`config.mk`:
```
export PLATFORM = sky130hd
export DESIGN_NAME = can_id_filter
export DESIGN_NICKNAME = d
export VERILOG_FILES = /design/src/rtl/can_id_filter_pkg.sv /design/src/rtl/can_id_filter_regs.sv /design/src/rtl/can_id_filter_match.sv /design/src/rtl/can_id_filter_prio.sv /design/src/rtl/can_id_filter.sv
export SDC_FILE = /design/constraint.sdc
export NUM_CORES = 1
export LEC_CHECK = 0
export ABC_AREA = 1
export CORE_ASPECT_RATIO = 1.75
export CORE_MARGIN = 2
export CORE_UTILIZATION = 45
export DETAILED_ROUTE_END_ITERATION = 6
export PLACE_DENSITY_LB_ADDON = 0.1
export SYNTH_ARGS = -nofsm -noshare
export SYNTH_HDL_FRONTEND = slang
export SYNTH_SLANG_ARGS = --single-unit
```
`constraint.sdc`:
```
create_clock -name clk -period 5.39 [get_ports clk]
set_input_delay 1.078 -clock clk [delete_from_list [all_inputs] [get_ports clk]]
set_output_delay 1.078 -clock clk [all_outputs]
set_load 0.005 [all_outputs]
```
`src/rtl/can_id_filter_pkg.sv`:
```
package can_id_filter_pkg;

    localparam int HDR_W = 32;

    typedef enum logic [1:0] {
        AF_W32    = 2'd0,
        AF_W16    = 2'd1,
        AF_W8     = 2'd2,
        AF_CLOSED = 2'd3
    } af_mode_e;

    typedef struct packed {
        logic [28:0] id;
        logic        ide;
        logic        rtr;
    } rx_hdr_t;

    // Rebuild the header word in on-bus bit order (first bit at MSB).
    function automatic logic [HDR_W-1:0] build_hdr(rx_hdr_t h);
        logic [HDR_W-1:0] w;
        if (h.ide)
            w = {h.id[28:18], 1'b1, 1'b1, h.id[17:0], h.rtr};
        else
            w = {h.id[10:0], h.rtr, 1'b0, 19'd0};
        return w;
    endfunction

endpackage

```
`src/rtl/can_id_filter_regs.sv`:
```
module can_id_filter_regs
    import can_id_filter_pkg::*;
#(
    parameter int NUM_BYTES = 8,
    parameter int ADDR_W    = 5
) (
    input  logic                   clk,
    input  logic                   rst,
    input  logic                   init_mode,
    input  logic                   cfg_we,
    input  logic [ADDR_W-1:0]      cfg_addr,
    input  logic [7:0]             cfg_wdata,
    output logic [NUM_BYTES*8-1:0] code_o,
    output logic [NUM_BYTES*8-1:0] mask_o,
    af_mode_e                      mode_o
);

    localparam logic [ADDR_W-1:0] MODE_ADDR = ADDR_W'(2 * NUM_BYTES);

    logic wr_ok;
    assign wr_ok = cfg_we && init_mode;

    af_mode_e mode_q;

    for (genvar k = 0; k < NUM_BYTES; k++) begin : g_byte
        localparam logic [ADDR_W-1:0] CODE_ADDR = ADDR_W'(k);
        localparam logic [ADDR_W-1:0] MASK_ADDR = ADDR_W'(NUM_BYTES + k);
        logic [7:0] code_q, mask_q;

        always_ff @(posedge clk) begin
            if (rst) begin
                code_q <= 8'h00;
                mask_q <= 8'h00;
            end else if (wr_ok) begin
                if (cfg_addr == CODE_ADDR) code_q <= cfg_wdata;
                if (cfg_addr == MASK_ADDR) mask_q <= cfg_wdata;
            end
        end

        // byte 0 sits at the top so it lines up with the first header bits
        assign code_o[(NUM_BYTES-1-k)*8 +: 8] = code_q;
        assign mask_o[(NUM_BYTES-1-k)*8 +: 8] = mask_q;
    end

    always_ff @(posedge clk) begin
        if (rst)
            mode_q <= AF_CLOSED;
        else if (wr_ok && cfg_addr == MODE_ADDR)
            mode_q <= af_mode_e'(cfg_wdata[1:0]);
    end

    assign mode_o = mode_q;

    assert_cfg_frozen_R10: assert property (@(posedge clk) disable iff (rst)
        !init_mode |=> ($stable(code_o) && $stable(mask_o) && $stable(mode_o)));

endmodule

```
`src/rtl/can_id_filter_match.sv`:
```
module can_id_filter_match
    import can_id_filter_pkg::*;
#(
    parameter int NUM_BYTES = 8
) (
    input  logic [HDR_W-1:0]       hdr_i,
    input  logic [NUM_BYTES*8-1:0] code_i,
    input  logic [NUM_BYTES*8-1:0] mask_i,
    input  af_mode_e               mode_i,
    output logic [NUM_BYTES-1:0]   hits_o
);

    localparam int TOP = NUM_BYTES * 8 - 1;
    localparam int N32 = NUM_BYTES / 4;
    localparam int N16 = NUM_BYTES / 2;
    localparam int N8  = NUM_BYTES;

    logic [N32-1:0] w32;
    logic [N16-1:0] w16;
    logic [N8-1:0]  w8;

    for (genvar i = 0; i < N32; i++) begin : g_w32
        assign w32[i] = ((hdr_i ^ code_i[TOP-32*i -: 32]) & ~mask_i[TOP-32*i -: 32]) == 32'd0;
    end

    for (genvar i = 0; i < N16; i++) begin : g_w16
        assign w16[i] = ((hdr_i[31:16] ^ code_i[TOP-16*i -: 16]) & ~mask_i[TOP-16*i -: 16]) == 16'd0;
    end

    for (genvar i = 0; i < N8; i++) begin : g_w8
        assign w8[i] = ((hdr_i[31:24] ^ code_i[TOP-8*i -: 8]) & ~mask_i[TOP-8*i -: 8]) == 8'd0;
    end

    always_comb begin
        unique case (mode_i)
            AF_W32:  hits_o = NUM_BYTES'(w32);
            AF_W16:  hits_o = NUM_BYTES'(w16);
            AF_W8:   hits_o = w8;
            default: hits_o = '0;
        endcase
    end

endmodule

```
`src/rtl/can_id_filter_prio.sv`:
```
module can_id_filter_prio #(
    parameter int N     = 8,
    parameter int IDX_W = $clog2(N)
) (
    input  logic [N-1:0]     hits_i,
    output logic             any_o,
    output logic [IDX_W-1:0] idx_o
);

    always_comb begin
        idx_o = '0;
        for (int i = N - 1; i >= 0; i--) begin
            if (hits_i[i]) idx_o = IDX_W'(i);
        end
        any_o = |hits_i;
    end

    always_comb begin
        if (any_o) begin
            assert_idx_is_hit_R7: assert (hits_i[idx_o]);
            assert_no_lower_hit_R7: assert ((hits_i & ((N'(1) << idx_o) - N'(1))) == '0);
        end
    end

endmodule

```
`src/rtl/can_id_filter.sv`:
```
module can_id_filter
    import can_id_filter_pkg::*;
#(
    parameter int NUM_BYTES = 8,
    parameter int ADDR_W    = 5,
    parameter int IDX_W     = $clog2(NUM_BYTES)
) (
    input  logic              clk,
    input  logic              rst,
    input  logic              init_mode,
    input  logic              cfg_we,
    input  logic [ADDR_W-1:0] cfg_addr,
    input  logic [7:0]        cfg_wdata,
    input  logic              rx_valid,
    input  logic [28:0]       rx_id,
    input  logic              rx_ide,
    input  logic              rx_rtr,
    output logic              accept,
    output logic [IDX_W-1:0]  hit_idx
);

    logic [NUM_BYTES*8-1:0] code_w, mask_w;
    af_mode_e               mode_w;
    rx_hdr_t                hdr;
    logic [HDR_W-1:0]       hdr_word;
    logic [NUM_BYTES-1:0]   hits;
    logic                   any_hit;
    logic [IDX_W-1:0]       first_idx;
    logic                   accept_q;
    logic [IDX_W-1:0]       idx_q;

    can_id_filter_regs #(.NUM_BYTES(NUM_BYTES), .ADDR_W(ADDR_W)) regs_i (
        .clk(clk), .rst(rst), .init_mode(init_mode), .cfg_we(cfg_we),
        .cfg_addr(cfg_addr), .cfg_wdata(cfg_wdata),
        .code_o(code_w), .mask_o(mask_w), .mode_o(mode_w)
    );

    assign hdr      = '{id: rx_id, ide: rx_ide, rtr: rx_rtr};
    assign hdr_word = build_hdr(hdr);

    can_id_filter_match #(.NUM_BYTES(NUM_BYTES)) match_i (
        .hdr_i(hdr_word), .code_i(code_w), .mask_i(mask_w),
        .mode_i(mode_w), .hits_o(hits)
    );

    can_id_filter_prio #(.N(NUM_BYTES), .IDX_W(IDX_W)) prio_i (
        .hits_i(hits), .any_o(any_hit), .idx_o(first_idx)
    );

    always_ff @(posedge clk) begin
        if (rst) begin
            accept_q <= 1'b0;
            idx_q    <= '0;
        end else if (rx_valid) begin
            accept_q <= any_hit;
            idx_q    <= any_hit ? first_idx : '0;
        end
    end

    assign accept  = accept_q;
    assign hit_idx = idx_q;

    assert_closed_rejects_R9: assert property (@(posedge clk) disable iff (rst)
        (rx_valid && mode_w == AF_CLOSED) |=> !accept);

    assert_result_held_R8: assert property (@(posedge clk) disable iff (rst)
        !rx_valid |=> ($stable(accept) && $stable(hit_idx)));

    assert_reject_idx_zero_R8: assert property (@(posedge clk) disable iff (rst)
        !accept |-> hit_idx == '0);

endmodule

```
==> impl_metrics.tcl <==
set metrics [dict create \
    ys_ff_latch 134 \
    grt_pass1_wl_um 40960 \
    drt_iter0_drc 587 \
    grt_max_degree 68 \
    drive_gt1_share_pct 5.471 \
    ys_seq_area_share_pct 35.65 \
    ir_drop_v 0.0001915 \
    yosysTopAreaCell "dfxtp_1" \
    overflow 0 \
    syn_area_sq_mm 0.007525 \
    netlist_instances 1202 \
    cts_root_buf "clkbuf_16" \
    synth.area.top_cells "dfxtp_1, nand2_1, o21ai_0" \
    async_flop_share_pct 0 \
    dr.pass1.iters 5 \
    leakage_nw 3.592 \
    critical_path_buf_inv_count 3 \
    dp.final_hpwl_um 19470 \
    vias 7971 \
    finalCritPeriodShare_pct 63.59 \
    tightest_slew_ps 1101 \
    clkLatencyLatePin_ps 420 \
    outcome "complete, no violations" \
    std_cell_rows 62 \
    viasPerCell 5.434 \
    start_util_pct 45.97 \
    area_growth_syn_to_layout_pct 16.31 \
    synth.avg_cell_area_sq_um 6.260 \
    synth_top_area_share_pct 35.65 \
    clk_pin_slew_worst_paths_ps 60 \
    ff_latch_area_sq_mm 0.002683 \
    yosysMostFrequentCell "nand2_1" \
    drv_cap 0 \
    hold_buffers 0 \
    critPathTopFamily "buffers and inverters" \
    io_pins 53 \
    skew_ps 6.311 \
    nets 1279 \
    start_kind "primary input" \
    cts_setup_buffers 0 \
    cp.arrival_ps 3740 \
    powerDensity_mw_per_mm2 297.0 \
    crit_slowest_cell "buf_2" \
    hold_path_class "reg2reg" \
    rsz0062_at_grt "false" \
    endpoint_kind "register" \
    ys_types 26 \
    post_cts_resized 0 \
    die_w_um 101.8 \
    worst-path-stages 14 \
    ys_warn_count 0 \
    tns_ps 0 \
    drv_slew 0 \
    wirelength_um 27020 \
    hold_viol_final 0 \
    worstPathMaxFanout 33 \
    cts_tree "built" \
    critical_path_required_ps 5700 \
    multiInputGateArea_sq_mm 0.003946 \
    numClockSinks 134 \
    die_h_um 175.1 \
    first_global_vias 7199 \
    path_cells "buf_2 -> buf_4 -> nand2_1 -> nand2_2 -> inv_2 -> nand2_1 -> nand3_1 -> nand2_1 -> nor2_1 -> nand3_1 -> o21ai_0 -> o21ai_0 -> nand2_1 -> and3_1" \
    place_congestion 0.9601 \
    core_sq_mm 0.01637 \
    synth.top_cells.by_count "nand2_1, inv_1, o21ai_0" \
    port_buffers 52 \
    antennaDiodeCount 0 \
    cts_buffer_depth 2 \
    stdcell_area_sq_mm 0.008752 \
    holdPathStages 2 \
    fmax_mhz 291.7 \
    cpMostUsedCell "nand2_1" \
    routedWlPerCell_um 18.42 \
    cts_inserted_buffers 17 \
    setup_viol 0 \
    antenna_found_initial 0 \
    syn-num-nets 1251 \
    synth_top_flop_cell "dfxtp_1" \
    ant_nets 0 \
    place_area_sq_mm 0.008109 \
    nFillCells 1665 \
    crit_path_max_incr_delay_ps 590 \
    reg2reg_depth 10 \
    min_period_ps 3428 \
    track_usage_pct 31.04 \
    htreeDepth 4 \
    post-route-drc-count 0 \
    synth-edff-count 0 \
    relSlewSlack_pct 26.49 \
    path_class "in2reg" \
    die_area_sq_mm 0.01781 \
]
[path summary, 6_finish.rpt]
path                                                 from                                       to  slack (ps)
setup / recovery                                   rx_ide                  hit_idx[2]$_SDFFE_PP0P_        1960
hold / removal    regs_i.g_byte[0].code_q[2]$_SDFFE_PP0P_  regs_i.g_byte[0].code_q[2]$_SDFFE_PP0P_         460
setup reg to reg            regs_i.mode_o[1]$_SDFFE_PP1P_                      accept$_SDFFE_PP0P_        3040
hold reg to reg   regs_i.g_byte[0].code_q[2]$_SDFFE_PP0P_  regs_i.g_byte[0].code_q[2]$_SDFFE_PP0P_         460
[metal layers]
metal	up-vias	track usage, %	routed length, um
met5	-	0	0
met4	0	15.09	1340
met3	60	4.440	1744
met2	319	50.99	13040
met1	3599	39.17	10900
li1	3993	-	-
[logic make-up after synthesis]
group / synth area share, %
AND/OR/NAND/NOR: 29.95
buffers and inverters: 11.91
flip-flops: 35.65
AO/OA/AOI/OAI: 22.50
[power by group]
part,switching [mW],leakage [nW],internal [mW],total [mW]
Sequential,0.00380,1.08,0.997,1.00
Combinational,0.212,2.20,0.0967,0.309
Clock,0.501,0.311,0.788,1.29
Total,0.717,3.59,1.88,2.60
[tightest hold or removal path: cells and delay by family (launching register included)]
| family | cells | cell delay (ps) |
|---|---|---|
| AO/OA/AOI/OAI | 1 | 50 |
| flip-flops | 1 | 320 |
| buffers and inverters | 1 | 50 |
[cell usage in the layout, fill, tap and decap left out, drive strengths merged, types with 4 or more instances in the layout]
cell type      netlist  layout
a211oi               7       7
a21oi              161     161
and3                 4       4
buf                  9       5
bufinv               0       4
clkbuf              38      17
clkdlybuf4s50        0      51
clkinv               0       4
dfxtp              134     134
inv                173     179
nand2              303     303
nand3              135     135
nand4               11      11
nor2                54      54
nor3                 5       5
o21ai              166     166
[layout make-up]
class / count / area share, %
clock buffer: 17 / 4.861
clock inverter: 15 / 2.487
inverter: 173 / 7.477
multi-input combinational: 848 / 45.09
sequential: 134 / 30.65
tap: 224 / 3.202
timing repair buffer: 56 / 6.233
[state kept, by name (all words and copies together) (netlist names)]
signal                cells
regs_i.g_byte.code_q     64
regs_i.g_byte.mask_q     64
hit_idx                   3
regs_i.mode_o             2
accept                    1
[stage by stage]
| stage | power (mW) | instances | worst slack (ps) | utilization (%) | hold slack (ps) |
|---|---|---|---|---|---|
| after global placement | 1.326 | 1435 | 1589 | 49.54 | 445.4 |
| after CTS | 2.601 | 1467 | 2033 | 53.47 | 461.6 |
| final | 2.599 | 1467 | 1962 | 53.47 | 457.4 |
| after detailed placement | 1.327 | 1435 | 1592 | 49.54 | 452.7 |
| after global routing | 2.680 | 1467 | 1757 | 53.47 | 485.5 |
| after floorplan | 1.199 | 1202 | 2881 | - | 430.0 |
No activity file was read; power rests on OpenSTA's default activity.
